--- config.mk ---
export PLATFORM = sky130hd
export DESIGN_NAME = dma_irq_ctl
export DESIGN_NICKNAME = d
export VERILOG_FILES = /design/src/rtl/dma_irq_pkg.sv /design/src/rtl/dma_irq_decode.sv /design/src/rtl/dma_irq_flags.sv /design/src/rtl/dma_irq_chan.sv /design/src/rtl/dma_irq_ctl.sv
export SDC_FILE = /design/constraint.sdc
export NUM_CORES = 1
export LEC_CHECK = 0
export ABC_AREA = 1
export CAP_MARGIN = 0
export CORE_ASPECT_RATIO = 2
export CORE_MARGIN = 2
export CORE_UTILIZATION = 56
export CTS_BUF_LIST = sky130_fd_sc_hd__clkbuf_4
export CTS_CLUSTER_SIZE = 10
export DETAILED_ROUTE_END_ITERATION = 8
export GPL_ROUTABILITY_DRIVEN = 0
export PLACE_DENSITY = 0.77
export SLEW_MARGIN = 0
export SYNTH_ARGS = -nofsm -noshare
export SYNTH_HDL_FRONTEND = slang
export SYNTH_HIERARCHICAL = 1
export SYNTH_SLANG_ARGS = --single-unit
--- constraint.sdc ---
create_clock -name clk -period 2.6 [get_ports clk]
set_input_delay 0.39 -clock clk [delete_from_list [all_inputs] [get_ports clk]]
set_output_delay 0.39 -clock clk [all_outputs]
set_load 0.01 [all_outputs]
--- src/rtl/dma_irq_pkg.sv ---
package dma_irq_pkg;
   localparam int WORD_W      = 32;
   localparam int LOW_W       = 6;
   localparam int BERR_BIT    = 15;
   localparam int EN_LSB      = 16;
   localparam int GEN_BIT     = 23;
   localparam int FLAG_LSB    = 24;
   localparam int MASTER_BIT  = 31;
   localparam int START_BIT   = 24;
   localparam int PCR_EN_OFS  = 3;
   localparam int PCR_STRIDE  = 4;
   localparam int MAX_CH      = 7;

   // Offset of a channel control word, kept in one place for RTL and checker
   function automatic int unsigned ctrl_offset(input int unsigned base,
                                               input int unsigned stride,
                                               input int unsigned idx);
      return base + stride * idx;
   endfunction
endpackage

--- src/rtl/dma_irq_decode.sv ---
module dma_irq_decode
   import dma_irq_pkg::*;
#(
   parameter int ADDR_W      = 12,
   parameter int NCH         = 7,
   parameter int ICR_OFS     = 'h0F4,
   parameter int PCR_OFS     = 'h0F0,
   parameter int CTRL_BASE   = 'h088,
   parameter int CTRL_STRIDE = 'h010
) (
   input  logic              en,
   input  logic [ADDR_W-1:0] addr,
   output logic              hit_icr,
   output logic              hit_pcr,
   output logic [NCH-1:0]    hit_ctrl
);
   assign hit_icr = en && (addr == ADDR_W'(ICR_OFS));
   assign hit_pcr = en && (addr == ADDR_W'(PCR_OFS));

   for (genvar i = 0; i < NCH; i++) begin : g_ch
      localparam int unsigned OFS = ctrl_offset(CTRL_BASE, CTRL_STRIDE, i);
      assign hit_ctrl[i] = en && (addr == ADDR_W'(OFS));
   end
endmodule

--- src/rtl/dma_irq_flags.sv ---
module dma_irq_flags
   import dma_irq_pkg::*;
#(
   parameter int NCH = 7
) (
   input  logic              clk,
   input  logic              rst_n,
   input  logic              wr_icr,
   input  logic [WORD_W-1:0] wr_data,
   input  logic [NCH-1:0]    chan_done,
   output logic [WORD_W-1:0] icr_word,
   output logic              master,
   output logic              irq_req,
   output logic [NCH-1:0]    flags,
   output logic [NCH-1:0]    enables,
   output logic              gen_en,
   output logic              bus_err
);
   logic [LOW_W-1:0] low_q, low_d;
   logic             be_q, be_d;
   logic             gen_q, gen_d;
   logic [NCH-1:0]   en_q, en_d;
   logic [NCH-1:0]   fl_q, fl_d;
   logic [NCH-1:0]   clr_mask, set_mask;
   logic             ms_q, ms_d;
   logic             irq_q;
   logic             unused_wr;

   assign unused_wr = ^wr_data;

   always_comb begin
      low_d    = low_q;
      be_d     = be_q;
      gen_d    = gen_q;
      en_d     = en_q;
      clr_mask = '0;
      if (wr_icr) begin
         low_d    = wr_data[LOW_W-1:0];
         be_d     = wr_data[BERR_BIT];
         gen_d    = wr_data[GEN_BIT];
         en_d     = wr_data[EN_LSB +: NCH];
         clr_mask = wr_data[FLAG_LSB +: NCH];
      end
      // a completion beats a clearing write on the same flag
      set_mask = chan_done & en_q;
      fl_d     = (fl_q & ~clr_mask) | set_mask;
      ms_d     = (gen_d && (|fl_d)) || be_d;
   end

   always_ff @(posedge clk or negedge rst_n) begin
      if (!rst_n) begin
         low_q <= '0;
         be_q  <= 1'b0;
         gen_q <= 1'b0;
         en_q  <= '0;
         fl_q  <= '0;
         ms_q  <= 1'b0;
         irq_q <= 1'b0;
      end else begin
         low_q <= low_d;
         be_q  <= be_d;
         gen_q <= gen_d;
         en_q  <= en_d;
         fl_q  <= fl_d;
         ms_q  <= ms_d;
         irq_q <= ms_d && !ms_q;
      end
   end

   always_comb begin
      icr_word                      = '0;
      icr_word[LOW_W-1:0]           = low_q;
      icr_word[BERR_BIT]            = be_q;
      icr_word[EN_LSB +: NCH]       = en_q;
      icr_word[GEN_BIT]             = gen_q;
      icr_word[FLAG_LSB +: NCH]     = fl_q;
      icr_word[MASTER_BIT]          = ms_q;
   end

   assign master  = ms_q;
   assign irq_req = irq_q;
   assign flags   = fl_q;
   assign enables = en_q;
   assign gen_en  = gen_q;
   assign bus_err = be_q;
endmodule

--- src/rtl/dma_irq_chan.sv ---
module dma_irq_chan
   import dma_irq_pkg::*;
#(
   parameter int NCH       = 7,
   parameter bit START_REG = 1'b1
) (
   input  logic                       clk,
   input  logic                       rst_n,
   input  logic                       wr_pcr,
   input  logic [NCH-1:0]             wr_ctrl,
   input  logic [WORD_W-1:0]          wr_data,
   input  logic [NCH-1:0]             chan_done,
   output logic [WORD_W-1:0]          pcr_word,
   output logic [NCH-1:0][WORD_W-1:0] ctrl_word,
   output logic [NCH-1:0]             busy,
   output logic [NCH-1:0]             chan_start
);
   logic [WORD_W-1:0] pcr_q;
   logic [NCH-1:0]    start_raw;

   always_ff @(posedge clk or negedge rst_n) begin
      if (!rst_n)       pcr_q <= '0;
      else if (wr_pcr)  pcr_q <= wr_data;
   end
   assign pcr_word = pcr_q;

   for (genvar i = 0; i < NCH; i++) begin : g_ch
      localparam int GATE_BIT = PCR_EN_OFS + PCR_STRIDE * i;
      logic [WORD_W-1:0] ctrl_q;

      always_ff @(posedge clk or negedge rst_n) begin
         if (!rst_n)            ctrl_q <= '0;
         else if (wr_ctrl[i])   ctrl_q <= wr_data;
         else if (chan_done[i]) ctrl_q[START_BIT] <= 1'b0;
      end

      assign ctrl_word[i] = ctrl_q;
      assign busy[i]      = ctrl_q[START_BIT];
      assign start_raw[i] = wr_ctrl[i] && wr_data[START_BIT] && pcr_q[GATE_BIT];
   end

   if (START_REG) begin : g_start_reg
      logic [NCH-1:0] start_q;
      always_ff @(posedge clk or negedge rst_n) begin
         if (!rst_n) start_q <= '0;
         else        start_q <= start_raw;
      end
      assign chan_start = start_q;
   end else begin : g_start_comb
      assign chan_start = start_raw;
   end
endmodule

--- src/rtl/dma_irq_ctl.sv ---
module dma_irq_ctl
   import dma_irq_pkg::*;
#(
   parameter int ADDR_W      = 12,
   parameter int NCH         = 7,
   parameter int ICR_OFS     = 'h0F4,
   parameter int PCR_OFS     = 'h0F0,
   parameter int CTRL_BASE   = 'h088,
   parameter int CTRL_STRIDE = 'h010,
   parameter bit START_REG   = 1'b1
) (
   input  logic              clk,
   input  logic              rst_n,
   input  logic              wr_en,
   input  logic [ADDR_W-1:0] wr_addr,
   input  logic [31:0]       wr_data,
   input  logic [ADDR_W-1:0] rd_addr,
   output logic [31:0]       rd_data,
   input  logic [NCH-1:0]    chan_done,
   output logic [NCH-1:0]    chan_start,
   output logic              irq_req
);
   localparam int LAST_CTRL = CTRL_BASE + CTRL_STRIDE * (NCH - 1);

   if (NCH < 1 || NCH > MAX_CH) begin : g_bad_nch
      $error("dma_irq_ctl: NCH must lie in 1..7");
   end
   if (LAST_CTRL >= (1 << ADDR_W) || ICR_OFS >= (1 << ADDR_W)
       || PCR_OFS >= (1 << ADDR_W)) begin : g_bad_map
      $error("dma_irq_ctl: register offsets exceed ADDR_W");
   end

   logic                       w_icr, w_pcr, r_icr, r_pcr;
   logic [NCH-1:0]             w_ctrl, r_ctrl;
   logic [WORD_W-1:0]          icr_word, pcr_word;
   logic [NCH-1:0][WORD_W-1:0] ctrl_word;
   logic                       icr_master, icr_gen, icr_buserr;
   logic [NCH-1:0]             icr_flags, icr_en, ctrl_busy;

   dma_irq_decode #(.ADDR_W(ADDR_W), .NCH(NCH), .ICR_OFS(ICR_OFS), .PCR_OFS(PCR_OFS),
                    .CTRL_BASE(CTRL_BASE), .CTRL_STRIDE(CTRL_STRIDE)) u_wdec (
      .en(wr_en), .addr(wr_addr), .hit_icr(w_icr), .hit_pcr(w_pcr), .hit_ctrl(w_ctrl));

   dma_irq_decode #(.ADDR_W(ADDR_W), .NCH(NCH), .ICR_OFS(ICR_OFS), .PCR_OFS(PCR_OFS),
                    .CTRL_BASE(CTRL_BASE), .CTRL_STRIDE(CTRL_STRIDE)) u_rdec (
      .en(1'b1), .addr(rd_addr), .hit_icr(r_icr), .hit_pcr(r_pcr), .hit_ctrl(r_ctrl));

   dma_irq_flags #(.NCH(NCH)) u_flags (
      .clk(clk), .rst_n(rst_n), .wr_icr(w_icr), .wr_data(wr_data),
      .chan_done(chan_done), .icr_word(icr_word), .master(icr_master),
      .irq_req(irq_req), .flags(icr_flags), .enables(icr_en),
      .gen_en(icr_gen), .bus_err(icr_buserr));

   dma_irq_chan #(.NCH(NCH), .START_REG(START_REG)) u_chan (
      .clk(clk), .rst_n(rst_n), .wr_pcr(w_pcr), .wr_ctrl(w_ctrl),
      .wr_data(wr_data), .chan_done(chan_done), .pcr_word(pcr_word),
      .ctrl_word(ctrl_word), .busy(ctrl_busy), .chan_start(chan_start));

   always_comb begin
      rd_data = '0;
      if (r_icr) rd_data = rd_data | icr_word;
      if (r_pcr) rd_data = rd_data | pcr_word;
      for (int i = 0; i < NCH; i++) begin
         if (r_ctrl[i]) rd_data = rd_data | ctrl_word[i];
      end
   end
endmodule

==> results.yml <==
clock_tree:
  tritoncts: "yes"
  cts_sinks: 287
  h-tree-depth: 2
  clk_latency_ns: 0.71
  clock-root-buffer: "clkbuf_4"
  clk_pin_slew_ns: 0.07
  cts.path.max_buffers: 3
  cts_buffers: 60
global_route:
  grt_pass1_wl_um: 64000
  antenna_found_initial: 2
  track_usage: 0.294
  grt_max_degree: 67
  grt_pass1_vias: 12700
  grt_overflow: 0
job:
  cap_violations: 0
setup_path:
  crit_cells: 12
  crit-reg2reg-launch: "u_flags/enables[5]$_DFFE_PN0P_"
  crit_chain: "dlygate4sd2_1, buf_4, nor2_1, nand2_2, nor2_4, buf_6, buf_8, nand2_1, nand3_1, nor2_1, nand2_1, clkdlybuf4s15_2"
  slowest_stage: "dlygate4sd2_1"
  crit_family: "buffers and inverters"
  ff2ff_path_depth: 6
  cp.required_ns: 2.21
  critical_path_class: "input port to output port"
  reg2reg_slack_ns: 1.24
  startpoint: "rd_addr[5]"
  r2r_end: "u_flags/irq_req$_DFF_PN0_"
  max_stage_delay_ns: 0.27
  worstSetupStartpointType: "input port"
  cp_max_fo: 7
  critPathCaptureType: "output port"
  cp.arrival_ns: 2.12
  worst-path-buf-inv: 5
placed_design:
  dpl_cell_area_um2: 15900
  io_buffers: 105
  dp_hpwl_um: 24900
floorplan:
  die_height_um: 234
  dieWidth_um: 119
  die-area_um2: 27900
  start_util: 0.568
  rows: 84
  core_area_um2: 26200
  num_io_pins: 106
logic_synthesis:
  synth_top_family_by_area: "simple AND/OR/NAND/NOR gates"
  synth_compound_area_frac: 0.111
  synthXorXnorAreaFrac: 0
  synth_area_um2: 14900
  synth_adder_area_share: 0
  synth_cell_types: 21
  syn_avg_cell_area_um2: 7.88
  synth_edf_count: 0
  synthCells: 1886
  yosys.area_share.simple: 0.238
  synth-warning-count: 6
  yosys-mux-area-fraction: 0.00985
  synth-seq-cells: 287
  synth-seq-area-share: 0.483
  async_flop_share: 1.00
  ys.flop_type: "dfrtp_1"
timing:
  setup_violations: 0
  slew_headroom: 0.616
  maxSlewViolCount: 0
  fmax_ghz: 0.398
  rsz0062_at_grt: "no"
  fin_crit_ns: 2.51
  fin_skew_ns: 0.0260
  tightestPinTransition_ns: 0.577
  fin_crit_sh: 0.967
  hold_viol_final: 0
  whs_ns: 0.224
power_and_ir_drop:
  pwr_density_cell_nw_per_um2: 473
  p_leak_uw: 0.00912
  ir_drop_uv: 264
finish:
  nNetsFinal: 2079
  area_delta_synth_final_pct: 15.9
  fin_area_um2: 17200
  layout_common_cells: "nand2_1, dfrtp_1, inv_1"
  drive_above_1_share: 0.194
  fillers: 2069
  mostFrequentLayoutCell: "nand2_1"
run_status:
  run_status: "finished clean"
drt:
  vias_per_cell: 5.24
  drc: 0
  first_pass_iters: 6
  avgRoutedWirePerCell_um: 17.1
  drt_iter0_drc: 1028
  wl_um: 41000
  via_count: 12600
  drt.antenna.violating_nets: 0
min_path:
  min_path_type: "input port to async pin"
==> how the worst max path moves through the flow <==
stage / to / slack, ns
5_1_grt: rd_data[1] / 0.03
6_report: rd_data[9] / 0.09
3_3_place_gp: rd_data[7] / -0.42
2_1_floorplan: rd_data[0] / 0.81
3_5_place_dp: rd_data[7] / -0.42
4_1_cts: rd_data[9] / 0.002
==> report_power, final <==
| part | internal, uW | total (uW) | switching (uW) |
|---|---|---|---|
| clock network | 1500 | 3220 | 1720 |
| registers | 4500 | 4520 | 20.8 |
| logic | 143 | 399 | 256 |
| total | 6140 | 8140 | 2000 |
==> stage by stage <==
step | setup TNS (ns) | power, uW | std cells | utilization | setup WS, ns
after global placement | -11.07 | 4990 | 2257 | 0.609 | -0.419
after CTS | 0 | 8210 | 2388 | 0.651 | 0.00223
after floorplan | 0 | 4750 | 1897 | - | 0.807
final | 0 | 8140 | 2400 | 0.658 | 0.0856
after global routing | 0 | 8450 | 2400 | 0.658 | 0.0268
after detailed placement | -11.53 | 5000 | 2257 | 0.609 | -0.425
==> metal layers <==
layer  vias up  routed length [um]  global-route usage
met1      5907               14600               0.326
met5         -                   0                   0
met4         0                3030               0.188
met3       186                2520              0.0411
li1       5898                   -                   -
met2       574               20900               0.525
==> cells in the mapped netlist, types with 3 or more instances <==
master,count,share of area
buf_2,3,0.0010
buf_4,40,0.020
buf_6,76,0.058
clkbuf_1,29,0.0073
dfrtp_1,287,0.48
inv_1,276,0.070
mux2_2,13,0.0099
nand2_1,732,0.18
nand2_2,17,0.0072
nand3_1,32,0.011
nand4_1,4,0.0017
nor2_1,104,0.026
nor2_2,7,0.0029
nor2_4,6,0.0045
o21ai_0,26,0.0088
o21ai_1,126,0.042
o21ai_2,101,0.060
==> kinds of logic after synthesis <==
kind of cell / after synthesis
multiplexers: 13
AO/OA/AOI/OAI: 254
AND/OR/NAND/NOR: 902
buffers and inverters: 428
flip-flops: 287
other: 2
==> final cells by class <==
| class | count | area [um^2] | share of cell area |
|---|---|---|---|
| sequential | 287 | 7180 | 0.417 |
| multi-input combinational | 1182 | 5560 | 0.323 |
| timing repair buffer | 204 | 2280 | 0.133 |
| inverter | 278 | 1040 | 0.0606 |
| clock buffer | 85 | 638 | 0.0371 |
| tap | 344 | 430 | 0.0250 |
| clock inverter | 18 | 70.1 | 0.00407 |
| antenna | 2 | 5.00 | 0.000291 |
==> timing repair <==
action,4_1_cts,5_1_grt
pin swaps,9,13
hold buffers,1,0
endpoints found under the hold margin,59,0
gates resized for setup,129,32
gates cloned,6,5
setup endpoints to repair,32,32
setup buffers,21,5
==> sequential cells by signal, indices dropped and copies added, names as in the netlist <==
| name | flops |
|---|---|
| u_chan/g_ch.ctrl_q | 224 |
| u_flags/flags | 7 |
| u_flags/gen_en | 1 |
| u_flags/low_q | 6 |
| u_flags/irq_req | 1 |
| u_flags/bus_err | 1 |
| u_chan/pcr_word | 32 |
| u_chan/chan_start | 7 |
| u_flags/enables | 7 |
| u_flags/master | 1 |
(Power assumes the default switching activity.)
